==> src/rtl/irq_enc_pkg.sv <==
package irq_enc_pkg;
  localparam int LVL_W = 3;
  typedef logic [LVL_W-1:0] lvl_t;
  localparam lvl_t LVL_NONE = '0;
  localparam lvl_t LVL_NMI  = '1;
endpackage

==> src/rtl/irq_pin_sync.sv <==
module irq_pin_sync #(
  parameter int WIDTH  = 7,
  parameter int STAGES = 2
) (
  input  logic             clk,
  input  logic             rst,
  input  logic [WIDTH-1:0] async_in,
  output logic [WIDTH-1:0] sync_out
);
  logic [STAGES-1:0][WIDTH-1:0] chain_q;

  always_ff @(posedge clk) begin
    if (rst) chain_q <= '0;
    else     chain_q <= {chain_q[STAGES-2:0], async_in};
  end

  assign sync_out = chain_q[STAGES-1];
endmodule

==> src/rtl/irq_pin_cfg.sv <==
module irq_pin_cfg
  import irq_enc_pkg::*;
#(
  parameter int NUM_PINS = 7,
  localparam int IDX_W   = $clog2(NUM_PINS)
) (
  input  logic                clk,
  input  logic                rst,
  input  logic                wr_en,
  input  logic [IDX_W-1:0]    wr_sel,
  input  lvl_t                wr_level,
  input  logic                wr_enable,
  output logic [NUM_PINS-1:0] pin_en,
  output lvl_t [NUM_PINS-1:0] pin_lvl
);
  for (genvar i = 0; i < NUM_PINS; i++) begin : g_pin
    always_ff @(posedge clk) begin
      if (rst) begin
        pin_en[i]  <= 1'b0;
        pin_lvl[i] <= LVL_NONE;
      end else if (wr_en && (wr_sel == IDX_W'(i))) begin
        pin_en[i]  <= wr_enable;
        pin_lvl[i] <= wr_level;
      end
    end
  end
endmodule

==> src/rtl/irq_edge_capture.sv <==
module irq_edge_capture #(
  parameter int NUM_PINS = 7
) (
  input  logic                clk,
  input  logic                rst,
  input  logic [NUM_PINS-1:0] active,
  input  logic [NUM_PINS-1:0] is_nmi,
  input  logic                clr,
  output logic [NUM_PINS-1:0] latch_nxt,
  output logic [NUM_PINS-1:0] latch_q
);
  logic [NUM_PINS-1:0] prev_q;
  logic [NUM_PINS-1:0] rise;

  assign rise      = active & ~prev_q & is_nmi;
  assign latch_nxt = (latch_q & {NUM_PINS{~clr}}) | rise;

  always_ff @(posedge clk) begin
    if (rst) begin
      prev_q  <= '0;
      latch_q <= '0;
    end else begin
      prev_q  <= active;
      latch_q <= latch_nxt;
    end
  end

  for (genvar i = 0; i < NUM_PINS; i++) begin : g_chk
    AST_LATCH_HOLD: assert property (@(posedge clk) disable iff (rst)
      (latch_q[i] && !clr) |=> latch_q[i]);
    AST_EDGE_CAPTURED: assert property (@(posedge clk) disable iff (rst)
      (active[i] && is_nmi[i] && !prev_q[i]) |=> latch_q[i]);
  end
endmodule

==> src/rtl/irq_prio_encoder.sv <==
module irq_prio_encoder
  import irq_enc_pkg::*;
#(
  parameter int NUM_PINS = 7
) (
  input  logic [NUM_PINS-1:0] active,
  input  lvl_t [NUM_PINS-1:0] pin_lvl,
  input  logic [NUM_PINS-1:0] nmi_pend,
  input  lvl_t                mask,
  output lvl_t                best
);
  logic [NUM_PINS-1:0] pend;

  for (genvar i = 0; i < NUM_PINS; i++) begin : g_pend
    always_comb begin
      if (pin_lvl[i] == LVL_NMI) pend[i] = nmi_pend[i];
      else pend[i] = active[i] && (pin_lvl[i] != LVL_NONE) && (pin_lvl[i] > mask);
    end
  end

  always_comb begin
    best = LVL_NONE;
    for (int i = 0; i < NUM_PINS; i++) begin
      if (pend[i] && (pin_lvl[i] > best)) best = pin_lvl[i];
    end
  end
endmodule

==> src/rtl/irq_level_encoder.sv <==
module irq_level_encoder
  import irq_enc_pkg::*;
#(
  parameter int NUM_PINS    = 7,
  parameter int SYNC_STAGES = 2,
  localparam int IDX_W      = $clog2(NUM_PINS)
) (
  input  logic                clk,
  input  logic                rst,
  input  logic [NUM_PINS-1:0] irq_in,
  input  logic                cfg_we,
  input  logic [IDX_W-1:0]    cfg_sel,
  input  logic [LVL_W-1:0]    cfg_level,
  input  logic                cfg_enable,
  input  logic                mask_we,
  input  logic [LVL_W-1:0]    mask_wdata,
  input  logic                ack,
  output logic [LVL_W-1:0]    req_level,
  output logic                req_valid,
  output logic [LVL_W-1:0]    mask_out,
  output logic [LVL_W-1:0]    ack_level
);
  logic [NUM_PINS-1:0] pin_sync;
  logic [NUM_PINS-1:0] pin_en;
  lvl_t [NUM_PINS-1:0] pin_lvl;
  logic [NUM_PINS-1:0] active;
  logic [NUM_PINS-1:0] is_nmi;
  logic [NUM_PINS-1:0] latch_nxt;
  logic [NUM_PINS-1:0] latch_q;
  lvl_t                mask_q, mask_nxt, ack_q, req_q, best;
  logic                vld_q, do_ack, nmi_clr;

  irq_pin_sync #(.WIDTH(NUM_PINS), .STAGES(SYNC_STAGES)) u_sync (
    .clk(clk), .rst(rst), .async_in(irq_in), .sync_out(pin_sync)
  );

  irq_pin_cfg #(.NUM_PINS(NUM_PINS)) u_cfg (
    .clk(clk), .rst(rst), .wr_en(cfg_we), .wr_sel(cfg_sel),
    .wr_level(cfg_level), .wr_enable(cfg_enable),
    .pin_en(pin_en), .pin_lvl(pin_lvl)
  );

  assign active = pin_sync & pin_en;
  for (genvar i = 0; i < NUM_PINS; i++) begin : g_nmi
    assign is_nmi[i] = (pin_lvl[i] == LVL_NMI);
  end

  assign do_ack  = ack && vld_q;
  assign nmi_clr = do_ack && (req_q == LVL_NMI);

  irq_edge_capture #(.NUM_PINS(NUM_PINS)) u_edge (
    .clk(clk), .rst(rst), .active(active), .is_nmi(is_nmi), .clr(nmi_clr),
    .latch_nxt(latch_nxt), .latch_q(latch_q)
  );

  always_comb begin
    if (do_ack)       mask_nxt = req_q;
    else if (mask_we) mask_nxt = mask_wdata;
    else              mask_nxt = mask_q;
  end

  irq_prio_encoder #(.NUM_PINS(NUM_PINS)) u_enc (
    .active(active), .pin_lvl(pin_lvl), .nmi_pend(latch_nxt),
    .mask(mask_nxt), .best(best)
  );

  always_ff @(posedge clk) begin
    if (rst) begin
      mask_q <= LVL_NMI;
      ack_q  <= LVL_NONE;
      req_q  <= LVL_NONE;
      vld_q  <= 1'b0;
    end else begin
      mask_q <= mask_nxt;
      if (do_ack) ack_q <= req_q;
      req_q  <= best;
      vld_q  <= (best != LVL_NONE);
    end
  end

  assign req_level = req_q;
  assign req_valid = vld_q;
  assign mask_out  = mask_q;
  assign ack_level = ack_q;

  AST_ACK_RAISES_MASK: assert property (@(posedge clk) disable iff (rst)
    (ack && req_valid) |=> (mask_out == $past(req_level)) && (ack_level == $past(req_level)));
  AST_IDLE_ACK_NO_EFFECT: assert property (@(posedge clk) disable iff (rst)
    (ack && !req_valid && !mask_we) |=> $stable(mask_out) && $stable(ack_level));
  AST_ABOVE_MASK: assert property (@(posedge clk) disable iff (rst)
    (req_valid && req_level != LVL_NMI) |-> (req_level > mask_out));
  AST_VALID_MATCHES_LEVEL: assert property (@(posedge clk) disable iff (rst)
    req_valid == (req_level != LVL_NONE));
endmodule

==> config.mk <==
export PLATFORM = sky130hd
export DESIGN_NAME = irq_level_encoder
export DESIGN_NICKNAME = d
export VERILOG_FILES = /design/src/rtl/irq_enc_pkg.sv /design/src/rtl/irq_pin_sync.sv /design/src/rtl/irq_pin_cfg.sv /design/src/rtl/irq_edge_capture.sv /design/src/rtl/irq_prio_encoder.sv /design/src/rtl/irq_level_encoder.sv
export SDC_FILE = /design/constraint.sdc
export NUM_CORES = 1
export LEC_CHECK = 0
export ABC_AREA = 0
export CAP_MARGIN = 10
export CORE_MARGIN = 2
export CORE_UTILIZATION = 53
export DETAILED_ROUTE_END_ITERATION = 6
export PLACE_DENSITY = 0.87
export SLEW_MARGIN = 20
export SYNTH_ARGS = -nofsm -noshare
export SYNTH_HDL_FRONTEND = slang
export SYNTH_HIERARCHICAL = 1
export SYNTH_SLANG_ARGS = --single-unit
==> constraint.sdc <==
create_clock -name clk -period 11.8 [get_ports clk]
set_clock_uncertainty 0.2 [all_clocks]
set_input_delay 1.18 -clock clk [delete_from_list [all_inputs] [get_ports clk]]
set_output_delay 1.18 -clock clk [all_outputs]
set_load 0.01 [all_outputs]
==> summary.txt, run 1 <==
Routing
  • Detailed-route via count: 3551
  • 1st-iter DRT viols: 247
  • WL final: 9320 um
  • WL/cell: 15.6 um
  • Antenna-violating nets left: 0
  • Initial DRT Pass Iterations: 5
  • DR DRC count: 0
  • Via density: 5.94

Floorplanning
  • Die Span X: 93.8 um
  • Die H: 93.8 um
  • Num ports: 32
  • Initial core utilization: 55.0%
  • Core Area: 0.00777 mm2
  • Die area: 0.00879 mm2
  • # rows: 32

Clock network
  • CTS Hold Buffers Added: 0
  • CTS H-Tree Depth: 3
  • Clock Tree Root: clkbuf_8
  • Clock transition at the registers of the reported paths: 0.08 ns
  • Total CTS buffers: 9
  • Clk buf depth: 2
  • CTS tree: yes
  • Clk_lat worst skew: 0.34 ns
  • CTS Sinks: 66

Finish
  • Most frequent cells in the layout: 66 x dfxtp_1, 38 x nand2b_1, 33 x mux2i_1, 33 x ha_1, 30 x clkdlybuf4s50_1
  • Share of layout cells above drive strength 1: 13.9%
  • Filler Cells Inserted: 643
  • Area Overhead vs Synth: 13.1%
  • Diode count: 0
  • Fin area: 0.00483 mm2
  • Area occupied by multi-input gates: 0.00271 mm2
  • # nets final: 546
  • Fin util: 62.2%
  • Sequential cell area: 0.00132 mm2
  • Most common cell after layout, fill and taps aside: dfxtp_1

Yosys
  • Simple-gate share of the synthesized area: 27.7%
  • Mapped Nets: 517
  • Largest family of logic cells by synthesized area: simple AND/OR/NAND/NOR gates
  • Avg Cell Area, Syn: 9.25 um2
  • Cell variety after synth: 68
  • Sequential area share after synthesis: 30.9%
  • Ys Warns: 6
  • Mapped Area: 0.00427 mm2
  • Cells after Synth: 462
  • Area share of fa/ha/maj cells after synthesis: 9.67%
  • Main synth FF type: dfxtp_1
  • Compound-Gate Fraction of Synth Area: 16.5%
  • Post-synth ARST share: 0%
  • XOR/XNOR Fraction of Synth Area: 0%
  • Mux cell area share after synthesis: 9.46%
  • Number of enable flip-flop cells after synthesis: 0
  • Synth Register Bits: 66

Worst setup path
  • Worst R2R Setup Slack: 1.56 ns
  • Arrival time worst endpoint: 11.29 ns
  • Startpoint Class: input pin
  • Max FO, Critical Path: 7
  • Reg2reg end: req_valid
  • Setup CP Type: input pin to flip-flop
  • Worst r2r src: req_valid
  • Worst Reg2Reg Path Length in Cells: 45
  • Most frequent CP cell: ha_1
  • CP Data Required Time: 11.84 ns
  • Max incr delay on CP: 0.51 ns
  • CP max stage cell: clkdlybuf4s50_1
  • Worst setup EP type: flip-flop

Hold path
  • WHS Path Cells: 1
  • HP Class: flip-flop to flip-flop
  • Hold_sp: u_sync/chain_q[6]
  • Hold EP: u_sync/sync_out[6]

Global route
  • Grt total ovfl: 0
  • Met2 GRT Util: 37.0%
  • Antenna violations before repair: 0
  • Pin count of the biggest net entering global routing: 68
  • Grt met1 use: 27.1%
  • First-pass GRT wire length: 15600 um
  • Met3 GRT Util: 4.57%
  • Gr busiest metal: met2
  • GRT Overall Usage: 22.2%
  • Vias in the first global route: 3442

STA
  • Max-slew violations: 0
  • Fin crit share: 95.3%
  • Fmax: 0.0889 GHz
  • RSZ-0062 raised after global routing: false
  • Setup_tns: 0 ns
  • Post-route setup slack: 0.552 ns
  • Final Hold Fails: 0
  • Slew @ Worst Pin: 0.714 ns
  • Fin crit period: 11.25 ns
  • Slew HR: 52.0%
  • Final number of setup-violating endpoints: 0

Placed design
  • HPWL after detailed placement: 6820 um
  • Area after DPL: 0.00461 mm2
  • Place WS: 0.139 ns
  • # port buffers: 31
  • RePlAce Congestion: 0.986

Status
  • Outcome: finished, final reports clean

Power
  • Power per cell area: 98.0 mW/mm2
  • Maximum VDD drop: 86.2 uV
  • Leakage: 2.02 nW

Job
  • Max cap viols: 0
-- cells in the mapped netlist (8+ instances only) --
cell,number,area (um2)
nand3b_1,13,97.6
and2_1,12,75.1
nor2b_1,14,87.6
a21oi_1,16,80.1
buf_4,8,60.1
ha_1,33,413
nand2_1,25,93.8
o21ai_0,16,80.1
mux2i_1,33,330
nor2b_2,12,105
nand2b_1,38,238
inv_1,25,93.8
dfxtp_1,66,1320
nor2_1,13,48.8
nand3_1,15,75.1
and3_1,13,81.3
-- power breakdown --
part           internal (mW)  switching [mW]  total, mW  leakage (nW)
registers              0.228         0.00451      0.232         0.536
logic                 0.0232          0.0235     0.0467          1.38
clock network          0.101          0.0942      0.195         0.102
-- stage by stage --
step | hold slack (ns) | instances | power [mW]
final | 0.240 | 598 | 0.474
after global routing | 0.247 | 598 | 0.493
after CTS | 0.244 | 597 | 0.477
after detailed placement | 0.222 | 581 | 0.283
after global placement | 0.215 | 581 | 0.280
after floorplan | 0.211 | 462 | 0.266
-- logic make-up (layout without fill, tap and decap cells) --
kind of cell    Yosys count  in the layout
compound gates           92             92
fa+ha+maj                33             33
buf+inv                  47             81
flops                    66             66
mux                      39             39
simple gates            185            185
-- metal layers --
metal / part of all wire [%] / vias up
li1: - / 1726
met1: 43 / 1657
met2: 47 / 129
met3: 5.9 / 39
met4: 4.0 / 0
met5: 0 / -
-- state kept, by name (all words and copies together) (netlist names) --
register and count:
u_edge/prev_q 7, ack_level 3, u_cfg/pin_en 7, u_edge/latch_q 7, u_sync/sync_out 7, mask_out 3, u_cfg/pin_lvl 21, u_sync/chain_q 7
req_valid 1, req_level 3
-- repair_timing --
action,CTS,global route
setup endpoints to repair,0,2
gates resized for setup,0,2
setup buffers,0,1
-- layout make-up --
type / instances / share of cell area [%]
Multi-Input combinational cell: 349 / 56.2
Sequential cell: 66 / 27.4
Timing Repair Buffer: 40 / 7.72
Clock buffer: 10 / 2.64
Tap cell: 102 / 2.64
Inverter: 25 / 1.94
Clock inverter: 6 / 1.53
-- how the worst max path moves through the flow --
stage,cells past startpoint,from,endpoint
floorplan,46,ack,req_valid
global placement,46,ack,req_valid
detailed placement,46,ack,req_valid
CTS,46,ack,req_valid
global route,47,ack,req_valid
finish,46,ack,req_valid
-- critical path: cells and delay by family --
kind | cells | cell delay (ns)
AND/OR/NAND/NOR | 16 | 2.91
buffers and inverters | 4 | 0.84
multiplexers | 4 | 1.20
AO/OA/AOI/OAI | 15 | 3.24
adder cells (fa/ha/maj) | 7 | 1.91
(Power assumes the default switching activity.)
==> run 2, diff against run 1 <==
- CTS_CLUSTER_SIZE: not set -> 28
==> results of run 2 <==
The final DEF is identical to that of run 1; final timing and power are the same.
==> run 3, diff against run 2 <==
- CTS_BUF_LIST: not set -> sky130_fd_sc_hd__clkbuf_4 sky130_fd_sc_hd__clkbuf_8 sky130_fd_sc_hd__clkbuf_16
==> run 3 against run 2 <==
Final cell count stayed put. Count of clock-buffer cells in the layout stayed put. Critical path depth stayed put. Design area hardly changed. Sequential cell count stayed put. First-iteration DRC count is 6.5% higher. Total power is 0.75% higher. Routed wire length is 1.1% higher. Non-clock buffer count stayed put. Via count is 0.51% lower. Combinational power hardly changed. Critical endpoint unchanged. Largest cell class unchanged. Largest power group unchanged. Highest routed layer unchanged.
==> summary.txt, run 3 (synthesis gave the netlist of run 1 again) <==
Status
  • Outcome: finished, final reports clean

Finish
  • Fin area: 0.00483 mm2 (about the same)
  • Most frequent cells in the layout: 66 x dfxtp_1, 38 x nand2b_1, 33 x mux2i_1, 33 x ha_1, 30 x clkdlybuf4s50_1
  • Most common cell after layout, fill and taps aside: dfxtp_1
  • Diode count: 0 (unchanged)
  • Biggest register: u_cfg/pin_lvl
  • Max FFs per register: 21 (unchanged)
  • Share of layout cells above drive strength 1: 14.1% (+0.20 points)
  • Fin cells: 598 (unchanged)
  • # nets final: 546 (unchanged)
  • Area Overhead vs Synth: 13.2% (about the same)

Clock network
  • Total CTS buffers: 9 (unchanged)
  • Clock transition at the registers of the reported paths: 0.08 ns (about the same)
  • Clk buf depth: 2 (unchanged)
  • CTS H-Tree Depth: 3 (unchanged)
  • CTS Hold Buffers Added: 0 (unchanged)
  • CTS Sinks: 66 (unchanged)
  • Clock Tree Root: clkbuf_8
  • Clk_lat worst skew: 0.35 ns (about the same)
  • CTS tree: yes

STA
  • Slew @ Worst Pin: 0.718 ns (+0.00399 ns)
  • Fin crit period: 11.32 ns (+0.0766 ns)
  • Final Hold Fails: 0 (unchanged)
  • Max-slew violations: 0 (unchanged)
  • Fmax: 0.0883 GHz (-0.68%)
  • Setup_tns: 0 ns (unchanged)
  • Final number of setup-violating endpoints: 0 (unchanged)
  • Fin crit share: 96.0% (+0.65 points)
  • Slew HR: 51.8% (-0.27 points)
  • RSZ-0062 raised after global routing: false

Routing
  • WL/cell: 15.7 um (+1.1%)
  • Detailed-route via count: 3533 (-0.51%)
  • Antenna-violating nets left: 0 (unchanged)
  • Initial DRT Pass Iterations: 5 (unchanged)
  • DR DRC count: 0 (unchanged)
  • WL final: 9420 um (+1.1%)
  • 1st-iter DRT viols: 263 (+6.5%)
  • Via density: 5.91 (-0.51%)

Placed design
  • Area after DPL: 0.00461 mm2 (unchanged)
  • HPWL after detailed placement: 6820 um (unchanged)
  • RePlAce Congestion: 0.986 (unchanged)
  • Cell count after placement: 581 (unchanged)
  • # port buffers: 31 (unchanged)

Worst setup path
  • Max FO, Critical Path: 7 (unchanged)
  • Max incr delay on CP: 0.51 ns (about the same)
  • Worst R2R Setup Slack: 1.48 ns (-0.08 ns)
  • CP max stage cell: clkdlybuf4s50_1
  • Arrival time worst endpoint: 11.37 ns (+0.08 ns)
  • CP Data Required Time: 11.84 ns (about the same)
  • Most frequent CP cell: ha_1
  • Worst setup EP type: flip-flop
  • Setup CP Type: input pin to flip-flop
  • Startpoint Class: input pin

Global route
  • Grt total ovfl: 0 (unchanged)
  • Met2 GRT Util: 37.1% (+0.18 points)
  • Gr busiest metal: met2
  • Grt met1 use: 27.0% (-0.099 points)
  • Vias in the first global route: 3460 (+0.52%)
  • First-pass GRT wire length: 15600 um (+0.17%)
  • GRT Overall Usage: 22.3% (+0.051 points)
  • Pin count of the biggest net entering global routing: 68 (unchanged)
  • Antenna violations before repair: 0 (unchanged)
  • Met3 GRT Util: 4.57% (unchanged)

Power
  • Maximum VDD drop: 86.2 uV (about the same)
  • Power per cell area: 98.7 mW/mm2 (+0.67%)
  • Leakage: 2.02 nW (+0.17%)

Floorplanning
  • Num ports: 32 (unchanged)
  • Core Area: 0.00777 mm2 (unchanged)
  • Initial core utilization: 55.0% (unchanged)
  • Die area: 0.00879 mm2 (unchanged)
  • Die H: 93.8 um (unchanged)
  • Die Span X: 93.8 um (unchanged)
  • # rows: 32 (unchanged)

Hold path
  • HP Class: flip-flop to flip-flop

Job
  • Max cap viols: 0 (unchanged)
-- run 3: what timing repair did --
item | CTS | global route
setup buffers | 0 | 1
gates resized for setup | 0 | 2
endpoints found under the setup margin | 0 | 2
-- run 3: worst max-delay path: cells and delay by family --
family,cells,cell delay (ns)
AO/OA/AOI/OAI,15,3.28
AND/OR/NAND/NOR,16,2.91
adder cells (fa/ha/maj),7,1.90
multiplexers,4,1.23
buffers and inverters,4,0.84
-- run 3: through the flow --
step | power (mW) | util, % | hold slack, ns | setup WS [ns]
floorplan | 0.266 | - | 0.211 | 0.645
detailed placement | 0.283 | 59.4 | 0.222 | 0.139
CTS | 0.480 | 62.0 | 0.244 | 0.490
global placement | 0.280 | 59.4 | 0.215 | 0.539
finish | 0.477 | 62.2 | 0.240 | 0.475
global route | 0.495 | 62.2 | 0.247 | 0.0229
-- run 3: layout make-up --
type | instances | area [um2]
Tap cell | 102 | 128
Sequential cell | 66 | 1320
Timing Repair Buffer | 40 | 373
Clock buffer | 10 | 131
Inverter | 25 | 93.8
Clock inverter | 6 | 73.8
Multi-Input combinational cell | 349 | 2710
Fill cell | 641 | 2930
-- run 3: routing by layer --
metal  wire (um)  part of all wire [%]  up-vias
met5           0                     0        -
met4         264                   2.8        0
met3         488                   5.2       26
met2        4520                    48      113
met1        4150                    44     1666
li1            -                     -     1728
-- run 3: final timing paths --
kind | depth (start not counted) | end | startpoint
max reg2reg | 45 | req_valid | req_valid
max | 46 | req_valid | ack
min reg2reg | 1 | u_sync/sync_out[6] | u_sync/chain_q[6]
min | 1 | u_sync/sync_out[6] | u_sync/chain_q[6]
-- run 3: report_power, final --
| group | switching [mW] | internal [mW] |
|---|---|---|
| Combinational | 0.0236 | 0.0232 |
| Clock | 0.0954 | 0.103 |
| Sequential | 0.00452 | 0.228 |
